--- config.mk ---
export PLATFORM = sky130hd
export DESIGN_NAME = ts_pid_filter
export DESIGN_NICKNAME = d
export VERILOG_FILES = /design/src/rtl/tsf_pkg.sv /design/src/rtl/tsf_cfg_regs.sv /design/src/rtl/tsf_slot_match.sv /design/src/rtl/tsf_delay_line.sv /design/src/rtl/ts_pid_filter.sv
export SDC_FILE = /design/constraint.sdc
export NUM_CORES = 1
export LEC_CHECK = 0
export BUFFER_PORTS_ARGS = -buffer_cell sky130_fd_sc_hd__buf_2
export CORE_ASPECT_RATIO = 0.7
export CORE_UTILIZATION = 40
export CTS_BUF_LIST = sky130_fd_sc_hd__clkbuf_16
export DETAILED_ROUTE_END_ITERATION = 8
export SETUP_SLACK_MARGIN = 0.5
export SLEW_MARGIN = 20
export SYNTH_ARGS = -nofsm -noshare
export SYNTH_HDL_FRONTEND = slang
export SYNTH_HIERARCHICAL = 1
export SYNTH_SLANG_ARGS = --single-unit
--- constraint.sdc ---
create_clock -name clk -period 2.25 [get_ports clk]
set_clock_uncertainty 0.05 [all_clocks]
set_input_delay 0.1125 -clock clk [delete_from_list [all_inputs] [get_ports clk]]
set_output_delay 0.1125 -clock clk [all_outputs]
set_load 0.02 [all_outputs]
--- src/rtl/tsf_pkg.sv ---
package tsf_pkg;
  localparam int          PKT_LEN   = 188;
  localparam int          PID_W     = 13;
  localparam int          WORD_W    = 17;
  localparam logic [7:0]  SYNC_BYTE = 8'h47;
  localparam logic [12:0] NULL_PID  = 13'h1FFF;
  localparam int          B_BLOCK   = 13;
  localparam int          B_MIRROR  = 14;
  localparam int          B_EN      = 15;
  localparam int          B_PASS    = 16;

  typedef struct packed {
    logic             en;
    logic [PID_W-1:0] pid;
  } slot_t;

  typedef struct packed {
    logic pass_all;
    logic block_all;
    logic mirror;
  } glob_t;

  function automatic logic [PID_W-1:0] hdr_pid(input logic [7:0] b1, input logic [7:0] b2);
    return {b1[4:0], b2};
  endfunction

  function automatic logic [7:0] mirror8(input logic [7:0] b);
    logic [7:0] r;
    for (int k = 0; k < 8; k++) r[k] = b[7-k];
    return r;
  endfunction
endpackage

--- src/rtl/tsf_cfg_regs.sv ---
module tsf_cfg_regs
  import tsf_pkg::*;
#(
  parameter int NSLOTS = 8,
  parameter int AW     = $clog2(NSLOTS)
) (
  input  logic                      clk,
  input  logic                      rst_n,
  input  logic                      wr_en,
  input  logic [AW-1:0]             wr_addr,
  input  logic [WORD_W-1:0]         wr_data,
  input  logic                      load,
  output slot_t [NSLOTS-1:0]        act_slots,
  output glob_t                     act_glob
);
  slot_t [NSLOTS-1:0] shd_slots;
  glob_t              shd_glob;

  for (genvar i = 0; i < NSLOTS; i++) begin : g_slot
    logic hit_wr;
    assign hit_wr = wr_en && (wr_addr == AW'(i));
    always_ff @(posedge clk or negedge rst_n) begin
      if (!rst_n) begin
        shd_slots[i] <= slot_t'{en: 1'b0, pid: NULL_PID};
        act_slots[i] <= slot_t'{en: 1'b0, pid: NULL_PID};
      end else begin
        if (hit_wr) shd_slots[i] <= slot_t'{en: wr_data[B_EN], pid: wr_data[PID_W-1:0]};
        if (load)   act_slots[i] <= shd_slots[i];
      end
    end
  end

  always_ff @(posedge clk or negedge rst_n) begin
    if (!rst_n) begin
      shd_glob <= glob_t'{pass_all: 1'b0, block_all: 1'b1, mirror: 1'b0};
      act_glob <= glob_t'{pass_all: 1'b0, block_all: 1'b1, mirror: 1'b0};
    end else begin
      if (wr_en && wr_addr == '0)
        shd_glob <= glob_t'{pass_all: wr_data[B_PASS], block_all: wr_data[B_BLOCK],
                            mirror: wr_data[B_MIRROR]};
      if (load) act_glob <= shd_glob;
    end
  end

  // working configuration only moves on a packet start
  a_r6_hold_midpacket: assert property (@(posedge clk) disable iff (!rst_n)
    !load |=> ($stable(act_slots) && $stable(act_glob)));
endmodule

--- src/rtl/tsf_slot_match.sv ---
module tsf_slot_match
  import tsf_pkg::*;
#(
  parameter int NSLOTS = 8
) (
  input  slot_t [NSLOTS-1:0] slots,
  input  logic [PID_W-1:0]   pid,
  output logic               hit
);
  logic [NSLOTS-1:0] hit_vec;
  for (genvar i = 0; i < NSLOTS; i++) begin : g_cmp
    assign hit_vec[i] = slots[i].en && (slots[i].pid == pid);
  end
  assign hit = |hit_vec;
endmodule

--- src/rtl/tsf_delay_line.sv ---
module tsf_delay_line #(
  parameter int DEPTH = 3
) (
  input  logic       clk,
  input  logic       rst_n,
  input  logic       shift,
  input  logic       in_first,
  input  logic       in_live,
  input  logic [7:0] in_byte,
  output logic       old_first,
  output logic       old_live,
  output logic [7:0] old_byte,
  output logic [7:0] tap_newest,
  output logic [7:0] tap_second
);
  logic [DEPTH-1:0]      st_first;
  logic [DEPTH-1:0]      st_live;
  logic [DEPTH-1:0][7:0] st_byte;

  for (genvar s = 0; s < DEPTH; s++) begin : g_stage
    logic       nx_first, nx_live;
    logic [7:0] nx_byte;
    if (s == 0) begin : g_head
      assign nx_first = in_first;
      assign nx_live  = in_live;
      assign nx_byte  = in_byte;
    end else begin : g_body
      assign nx_first = st_first[s-1];
      assign nx_live  = st_live[s-1];
      assign nx_byte  = st_byte[s-1];
    end
    always_ff @(posedge clk or negedge rst_n) begin
      if (!rst_n) begin
        st_first[s] <= 1'b0;
        st_live[s]  <= 1'b0;
        st_byte[s]  <= '0;
      end else if (shift) begin
        st_first[s] <= nx_first;
        st_live[s]  <= nx_live;
        st_byte[s]  <= nx_byte;
      end
    end
  end

  assign old_first  = st_first[DEPTH-1];
  assign old_live   = st_live[DEPTH-1];
  assign old_byte   = st_byte[DEPTH-1];
  assign tap_newest = st_byte[0];
  assign tap_second = st_byte[1];
endmodule

--- src/rtl/ts_pid_filter.sv ---
module ts_pid_filter
  import tsf_pkg::*;
#(
  parameter int NSLOTS = 8,
  parameter int CNT_W  = 16
) (
  input  logic              clk,
  input  logic              rst_n,
  input  logic              in_valid,
  input  logic              in_start,
  input  logic [7:0]        in_data,
  input  logic              cfg_we,
  input  logic [2:0]        cfg_addr,
  input  logic [16:0]       cfg_wdata,
  output logic              out_valid,
  output logic              out_start,
  output logic [7:0]        out_data,
  output logic [CNT_W-1:0]  sync_errs
);
  localparam int CW = $clog2(PKT_LEN);
  localparam int AW = $clog2(NSLOTS);

  slot_t [NSLOTS-1:0] act_slots;
  glob_t              act_glob;
  logic [CW-1:0]      pos;
  logic               pkt_begin, in_live, decide, sync_ok, slot_hit, pkt_pass;
  logic               pass_q, mirror_q;
  logic               old_first, old_live;
  logic [7:0]         old_byte, hdr_b1, hdr_b0;
  logic [PID_W-1:0]   cur_pid;

  assign pkt_begin = in_valid && in_start;
  assign in_live   = in_start || (pos != '0);
  assign decide    = in_valid && !in_start && (pos == CW'(2));

  tsf_cfg_regs #(.NSLOTS(NSLOTS), .AW(AW)) u_cfg (
    .clk(clk), .rst_n(rst_n), .wr_en(cfg_we), .wr_addr(cfg_addr[AW-1:0]),
    .wr_data(cfg_wdata), .load(pkt_begin),
    .act_slots(act_slots), .act_glob(act_glob));

  tsf_delay_line #(.DEPTH(3)) u_dly (
    .clk(clk), .rst_n(rst_n), .shift(in_valid), .in_first(in_start),
    .in_live(in_live), .in_byte(in_data),
    .old_first(old_first), .old_live(old_live), .old_byte(old_byte),
    .tap_newest(hdr_b1), .tap_second(hdr_b0));

  assign cur_pid = hdr_pid(hdr_b1, in_data);

  tsf_slot_match #(.NSLOTS(NSLOTS)) u_match (
    .slots(act_slots), .pid(cur_pid), .hit(slot_hit));

  assign sync_ok  = (hdr_b0 == SYNC_BYTE);
  assign pkt_pass = sync_ok && (act_glob.pass_all || (!act_glob.block_all && slot_hit));

  always_ff @(posedge clk or negedge rst_n) begin
    if (!rst_n) begin
      pos <= '0;
    end else if (in_valid) begin
      if (in_start)                    pos <= CW'(1);
      else if (pos == CW'(PKT_LEN-1))  pos <= '0;
      else if (pos != '0)              pos <= pos + CW'(1);
    end
  end

  always_ff @(posedge clk or negedge rst_n) begin
    if (!rst_n) begin
      pass_q    <= 1'b0;
      mirror_q  <= 1'b0;
      sync_errs <= '0;
    end else if (decide) begin
      pass_q   <= pkt_pass;
      mirror_q <= act_glob.mirror;
      if (!sync_ok && sync_errs != '1) sync_errs <= sync_errs + CNT_W'(1);
    end
  end

  always_ff @(posedge clk or negedge rst_n) begin
    if (!rst_n) begin
      out_valid <= 1'b0;
      out_start <= 1'b0;
      out_data  <= '0;
    end else begin
      out_valid <= in_valid && old_live && pass_q;
      out_start <= in_valid && old_live && pass_q && old_first;
      out_data  <= mirror_q ? mirror8(old_byte) : old_byte;
    end
  end

  // a forwarded packet opens with the sync byte
  a_r1_start_is_sync: assert property (@(posedge clk) disable iff (!rst_n)
    (out_valid && out_start) |-> (out_data == SYNC_BYTE || out_data == mirror8(SYNC_BYTE)));
  // pass-all forwards any packet with a good sync byte
  a_r2_pass_all: assert property (@(posedge clk) disable iff (!rst_n)
    (decide && act_glob.pass_all && sync_ok) |=> pass_q);
  // block-all without pass-all drops
  a_r3_block_all: assert property (@(posedge clk) disable iff (!rst_n)
    (decide && act_glob.block_all && !act_glob.pass_all) |=> !pass_q);
  // a bad sync byte raises the counter by one until it saturates
  a_r5_sync_count: assert property (@(posedge clk) disable iff (!rst_n)
    (decide && !sync_ok && sync_errs != '1) |=> (sync_errs == $past(sync_errs) + CNT_W'(1)));
  // output only follows an accepted input byte
  a_r9_out_follows_in: assert property (@(posedge clk) disable iff (!rst_n)
    out_valid |-> $past(in_valid));
endmodule

==> results.md, run 1 <==
- The die covers around 34000 sq um.
- The height of the die is 154 um.
- The startpoint of the worst setup timing path is u_dly/tap_newest[3].
- TritonCTS built the clock tree.
- For the worst setup path, the data arrival time is around 2.5 ns.
- The proportion of power drawn by flip-flops and latches is 51.0%.
- The detail route stage leaves a number of antenna-violating nets equal to 0.
- Summing internal, switching and leakage power gives 16300 uW.
- Excluding fillers, the count of instances in the completed layout stands at 1456.
- The transition at the pin with the smallest max-transition slack is 0.781 ns.
- Derived from the worst setup path, the maximum achievable clock frequency is 477 MHz.
- Routability-driven placement finished with a final weighted congestion of roughly 0.84.
- In this run the worst path has a maximum fanout of 6.
- The mean cell area of the mapped netlist is 15.0 sq um.
- The first detailed-routing pass ran for 4 iterations.
- The most used flip-flop cell after synthesis is dfstp_2.
- The number of filler cells placed in the layout is 2857.
- The worst-case IR drop observed on VDD is approximately 0.6 mV.
- Dividing total power by cell area gives a power density of 1030 nW/um^2.
- The half-perimeter wire length after placement is 21.1 mm.
- The initial antenna violation count is 2.
- The Yosys step of the flow raised 6 warnings.
- The count of port buffers added during placement is between 50 and 60.
- The utilization of the core after routing is 49.0%.
- The clock sink count is 296.
- The fraction of final layout cells with drive strength greater than 1 is 68.8%.
- The reported max-cap violation count is 0.
- The final layout net count is 1041.
- Walking the worst path, the cells encountered are buf_4 > buf_4 > xnor2_1 > nand4_1 > nor4_2 > a41oi_2 > nand3_2 > nor2b_4 > o211ai_1 > o21ai_1.
- The total placed cells including tap cells is between 1000 and 1500.
- The first global-routing pass estimated 49.1 mm of wire.
- The final wirelength is 32.2 mm.
- The maximum number of buffers from clock root to sink is 3.
- After the first detailed-routing iteration, the DRC count stood at 386.
- Headroom to the max-slew limit came out at 47.9%.
- The category of the worst setup path capture point is a register.
- The cell at the root of the clock tree is clkbuf_16.
- On the critical path the largest part of the delay comes from simple AND/OR/NAND/NOR gates.
- The power dissipated by switching net loads is 4470 uW.
- The sum of overflow across all layers after global routing is 0.
- The final worst-path cycle share is slightly above 90%.
- In the global route stage, overall resource usage came out at 19.5%.
- Entering global routing, the biggest net connects 84 pins.
- The net count after synthesis is between 900 and 1000.
- The number of distinct standard cells referenced by the synthesized netlist is 44.
- The overall via count from detail_route is ~7400.
- The type of the setup path with the least slack is reg -> reg.
- The final sum of negative setup slack is 0 ns.
- The number of flops mapped to enable cells by yosys is 0.
- Setup violations remaining at the end of the flow were counted as 0.
- Counting every instance in the synthesized netlist gives 876.
- The internal power of the cells totals 11900 uW.
- Of the synthesized area, sequential elements account for 58.3%.
- OpenSTA, run right after detailed placement, puts the worst setup slack at 0.0837 ns.
- Among the stages of the critical path, the cell type that occurs most often is buf_4.
- The post-synthesis instance area is 13200 sq um.
- In this run the number of H-tree levels came out at 1.
- The number of buffers and inverters on the critical path is 2.
- The static leakage is 0.00637 uW.
- The number of hold violations in the final report is 0.
- In this run switching power makes up 27.4% of total power.
- The number of global-route vias before repair is 7672.
- From synthesis to final layout, the design area changed by 20.3%.
- The share of power burned in combinational logic is 20.1%.
- Setup repair after global routing could not meet its margin everywhere.
- The clock network accounts for between 20% and 30% of the total power.
- Row generation in the floorplan step produced 55 rows.
- Across all setup checks in the final design, the least slack found is 0.152 ns.
- For this run, design rule violations remaining after detail routing come to 0.
- The floorplan step set the die width to 219 um.
- The startpoint identified for the worst register-to-register timing path is u_dly/tap_newest[3].
- The starting density of the core is 40.7%.
- In this run, synthesis produced a sequential element count of 296.
- The clock period minus final worst setup slack is 2.10 ns.
- The count of final max-slew check failures is 0.
- between 50 and 60 I/O pins were placed.
- Clock latency on the worst-skew pair, taken at its later pin, is 0.58 ns.
- In this run the most critical hold path is launched from in_data[3].
- STA puts the critical path data required time at 2.69 ns.
- The clock slew at the register clock pins of the worst setup and hold paths is 0.06 ns.
- For this design, the slowest cell found on the critical path is dfrtp_4.
- For this run, the slowest stage of the critical path takes 0.54 ns.
- Of all flip-flops after synthesis, the portion carrying an async set or reset was 100%.
- The startpoint type of the worst setup path is a register.
- In this run the standard cell core region covers 32300 sq um.
- The flow ran to the end, and the final reports show no timing, DRC or antenna violations.
- Dividing the detail-routed wire length by the instance count gives ~22 um.
- The type of the worst min-delay path is in -> reg.
- In the routed layout, each cell is associated on average with a via count of ~5.
- The number of clock buffers added by TritonCTS is 30.
==> power by group through the flow <==
stage | Sequential, uW | Combinational [uW] | Clock [uW]
after floorplan | 8090 | 2200 | 0
after global placement | 8360 | 3000 | 0
after detailed placement | 8400 | 3030 | 0
after CTS | 8320 | 3210 | 4850
after global routing | 8510 | 3550 | 5070
final | 8330 | 3290 | 4720
==> metal layers <==
layer | global-route usage (%) | routed length (um)
met5 | 0 | 9
met4 | 3.67 | 537
met2 | 26.9 | 13200
met1 | 31.5 | 17100
met3 | 3.40 | 1280
==> layout by cell type (no fill, tap or decap), drive strengths merged, types with 2 or more instances in the layout <==
| cell type | instances |
|---|---|
| a211o | 2 |
| a21oi | 3 |
| a41oi | 2 |
| and2 | 3 |
| and3 | 4 |
| and4bb | 2 |
| buf | 116 |
| clkbuf | 31 |
| clkinv | 13 |
| dfrtp | 86 |
| dfstp | 210 |
| dlygate4sd3 | 22 |
| ha | 4 |
| inv | 21 |
| mux2 | 272 |
| nand2 | 13 |
| nand2b | 4 |
| nand3 | 12 |
| nand4 | 26 |
| nand4b | 4 |
| nor2 | 9 |
| nor2b | 4 |
| nor3 | 11 |
| nor4 | 13 |
| nor4bb | 2 |
| o21ai | 9 |
| o31ai | 4 |
| or2 | 3 |
| xnor2 | 100 |
| xor2 | 17 |
==> per-stage QoR <==
| stage | hold slack [ns] | instance area (sq um) |
|---|---|---|
| 6_report | 0.0333 | 15800 |
| 5_1_grt | 0.0355 | 15800 |
| 4_1_cts | 0.00879 | 15600 |
| 3_5_place_dp | 0.166 | 14100 |
| 3_3_place_gp | 0.153 | 14100 |
| 2_1_floorplan | -0.233 | 13200 |
==> worst paths after layout <==
check                                       end  slack [ns]  cells past startpoint
hold reg to reg                       out_start        0.44                      1
setup reg to reg                         pass_q        0.15                     10
hold / removal              u_dly/tap_newest[3]        0.03                      2
setup / recovery                         pass_q        0.15                     10
max in group asynchronous   u_cfg/act_slots[12]        1.19                      3
min in group asynchronous  u_cfg/shd_slots[111]        0.13                      2
==> cell usage after synthesis (all sizes together) (10+ instances only) <==
master | instances | area, sq um
nand2 | 13 | 48.8
mux2 | 272 | 3200
nand4 | 26 | 163
buf | 34 | 303
nand3 | 12 | 60.1
xnor2 | 100 | 883
dfstp | 210 | 5520
inv | 10 | 37.5
xor2 | 17 | 149
dfrtp | 86 | 2150
nor3 | 11 | 60.1
nor4 | 13 | 103
==> kinds of logic (layout without fill, tap and decap cells) <==
| logic type | after synthesis | count (layout) | share of synthesized area [%] |
|---|---|---|---|
| adder cells (fa/ha/maj) | 4 | 4 | 0.380 |
| other | 0 | 1 | 0 |
| AND/OR/NAND/NOR | 112 | 112 | 5.30 |
| XOR/XNOR | 117 | 117 | 7.84 |
| buffers and inverters | 53 | 204 | 2.84 |
| AO/OA/AOI/OAI | 22 | 23 | 1.07 |
| multiplexers | 272 | 272 | 24.3 |
| flip-flops | 296 | 296 | 58.3 |
==> sequential cells by signal (all words and copies together) (netlist names), 2 cells and up <==
| signal | count |
|---|---|
| u_cfg/act_glob | 3 |
| sync_errs | 16 |
| u_dly/g_stage.nx_live | 2 |
| u_dly/tap_newest | 8 |
| u_cfg/shd_slots | 112 |
| out_data | 8 |
| pos | 8 |
| u_cfg/act_slots | 112 |
| u_dly/tap_second | 8 |
| u_dly/old_byte | 8 |
| u_cfg/shd_glob | 3 |
| u_dly/g_stage.nx_first | 2 |
==> worst reg2reg max path, cell delays in order (launching register included) <==
cell,delay (ns)
dfrtp_4,0.54
buf_4,0.18
buf_4,0.13
xnor2_1,0.15
nand4_1,0.18
nor4_2,0.29
a41oi_2,0.07
nand3_2,0.11
nor2b_4,0.14
o211ai_1,0.09
o21ai_1,0.09
==> final cells by class <==
class | instances | area, sq um | share of cell area (%)
Clock inverter | 25 | 153 | 0.964
Multi-Input combinational cell | 528 | 5540 | 35.0
Tap cell | 427 | 534 | 3.37
Antenna cell | 1 | 2.50 | 0.0158
Sequential cell | 296 | 7690 | 48.6
Clock buffer | 31 | 776 | 4.90
Inverter | 10 | 37.5 | 0.237
Timing Repair Buffer | 138 | 1100 | 6.98
==> what timing repair did <==
item | in CTS | in global routing
gates cloned | 1 | 0
setup endpoints to repair | 22 | 23
pin swaps | 13 | 16
setup buffers | 14 | 14
endpoints found under the hold margin | 197 | 0
resized for setup | 41 | 36
hold buffers | 22 | 0
Note: power is estimated with default switching activity, not from simulation.
==> inputs of run 2 (changes only) <==
- BUFFER_PORTS_ARGS: -buffer_cell sky130_fd_sc_hd__buf_2 -> default
- DONT_BUFFER_PORTS: default -> 1
- RECOVER_POWER: default -> 100
==> results.md, run 2 (synthesis gave the netlist of run 1 again) <==
- The flow ran to the end, but the final reports show violations.
- The checks that failed: negative hold slack.
- The largest registers in the layout are u_cfg/act_slots (112), u_cfg/shd_slots (112), sync_errs (16).
- After legalization and detailed placement, the total HPWL measured 19.8 mm.
- Summing all placed instances gives a cell area of 13600 sq um.
- The reported max-cap violation count is 0.
- The layout-stage area growth over the synthesis result is 16.9%.
- The I/O pin count is 59.
- The floorplan has 55 rows.
- The clock slew at the register clock pins of the worst setup and hold paths is 0.07 ns.
- The total global routing track utilization is 19.0%.
- For this block, the routed nets add up to ~32 mm of wire.
- Setup repair after global routing could not meet its margin everywhere.
- The die outline area is 33700 sq um.
- For this configuration, the core starts out at a cell density of 40.7%.
- The critical path is of the reg -> reg type.
- The detail-routed net length per standard cell is ~23 um.
- The core box area is 32300 sq um.
- The total iterations of the first detailed-routing run is 4.
- The fraction of final layout cells with drive strength greater than 1 is 56.7%.
- The minimum hold slack is -0.722 ns.
- The worst-case headroom to the max-slew limit is roughly 4.1%.
- The count of final max-slew check failures is 0.
- The maximum number of pins on one net before global-route repair is 297.
- In the layout the commonest cells are mux2_2 (229), dfstp_2 (179), xnor2_1 (91), dfrtp_1 (80), dlygate4sd3_1 (40).
- The critical path data required time is 2.64 ns.
- The vias per cell is 5.15.
- The die is 154 um tall.
- The worst path uses 93.3% of the clock period.
- Timing would allow up to 476 MHz.
- For the pin with the worst max-slew slack, the measured transition is 1.44 ns.
- The post-route DRC violation count is 0.
- After global routing the overflow that remains totals 0.
- Setup violations remaining at the end of the flow were counted as 0.
- The maximum number of buffers from clock root to sink is 3.
- The detail route stage leaves a number of antenna-violating nets equal to 0.
- Across all layers, the routed design uses between 7000 and 8000 vias.
- The worst reg2reg path depth is 5.
- The final layout net count is 990.
- The number of buffers added by the clock tree synthesis step is 29.
- The commonest non-fill, non-tap cell in the layout is mux2_2.
- The count of port buffers added during placement is 0.
- The total non-filler cell area in the finished layout is between 15000 and 20000 sq um.
- The tree is rooted in a clkbuf_16.
- In this run the number of H-tree levels came out at 1.
- STA classifies the critical path endpoint as a register.
- The first global-routing pass estimated 48.1 mm of wire.
- The first routing iteration left 432 violations.
- STA classifies the critical path startpoint as a register.
- The number of global-route vias before repair came to 7503.
- The worst-case vdd ir drop is 0.647 mV.
- The arrival time of the worst setup path is 2.49 ns.
- The type of the worst min-delay path is in -> async.
- The power per unit of standard cell area is 1050 nW/um^2.
- The maximum fanout encountered on the critical timing path is 5.
- Measured along the x axis, the die boundary spans 219 um.
- The later-pin clock latency in the skew report is 0.55 ns.
- The clock period minus final worst setup slack is about 2.1 ns.
- The number of buffers inserted for hold repair after clock tree synthesis is 41.
- The congestion estimate from routability-driven global placement came to between 0.8 and 0.9.
- TritonCTS built the clock tree.
- The final sum of negative setup slack is 0 ns.
- The clock sink count is approximately 300.
- The initial antenna violation count came to 2.
- The analysis attributes to cell leakage a power of 0.00601 uW.
- The number of hold violations in the final report is 296.
[run 2: final timing paths]
| check | endpoint | startpoint | slack (ns) |
|---|---|---|---|
| max | sync_errs[14] | sync_errs[1] | 0.15 |
| min | u_cfg/shd_glob[2] | rst_n | -0.72 |
| max reg2reg | sync_errs[14] | sync_errs[1] | 0.15 |
| min reg2reg | out_start | u_dly/old_first | 0.43 |
| max in group asynchronous | u_dly/tap_newest[3] | rst_n | 1.97 |
| min in group clk | u_cfg/shd_slots[28] | cfg_addr[0] | 0.04 |
[run 2: final cells by class]
cell class	count	area, sq um
inverters	10	37.5
fillers	2886	17000
diodes	2	5.00
clock buffers	29	726
flip-flops and latches	296	7680
well taps	427	534
clock inverters	24	239
multi-input cells	528	5380
repair buffers	88	796
[run 2: per-layer routing]
layer	global-route usage, %	part of all wire (%)	vias up
met1	31.2	53	3825
met4	3.77	1.7	0
met3	3.44	4.7	43
li1	-	-	3248
met5	0	0	-
met2	25.5	41	109
[run 2: through the flow]
| stage | hold slack (ns) | std cells | util (%) | total power (uW) | worst slack, ns |
|---|---|---|---|---|---|
| global placement | -0.202 | 1282 | 42.1 | 11000 | 0.123 |
| CTS | -0.794 | 1390 | 47.0 | 16300 | 0.263 |
| finish | -0.722 | 1404 | 47.6 | 16200 | 0.151 |
| global route | -0.806 | 1403 | 47.6 | 16900 | 0.109 |
| floorplan | -0.233 | 876 | - | 10300 | 0.334 |
| detailed placement | -0.201 | 1282 | 42.1 | 11100 | 0.120 |
[run 2: worst max-delay path: stages, from the launching register on]
cell and delay (ns):
dfrtp_1 0.57, ha_4 0.21, nand3_4 0.08, or2_4 0.26
or4_4 0.52, mux2_4 0.30
[run 2: what timing repair did]
action / 4_1_cts / 5_1_grt
endpoints found under the hold margin: 452 / 296
setup buffers: 14 / 11
gates resized for setup: 20 / 58
cloned: 0 / 1
setup endpoints to repair: 20 / 22
pin swaps: 7 / 26
[run 2: power by group]
| part | internal (uW) | switching (uW) | total, uW | leakage [uW] |
|---|---|---|---|---|
| registers | 7320 | 1080 | 8400 | 0.00323 |
| logic | 1720 | 1100 | 2820 | 0.00230 |
| clock network | 2910 | 2070 | 4980 | 0.000485 |
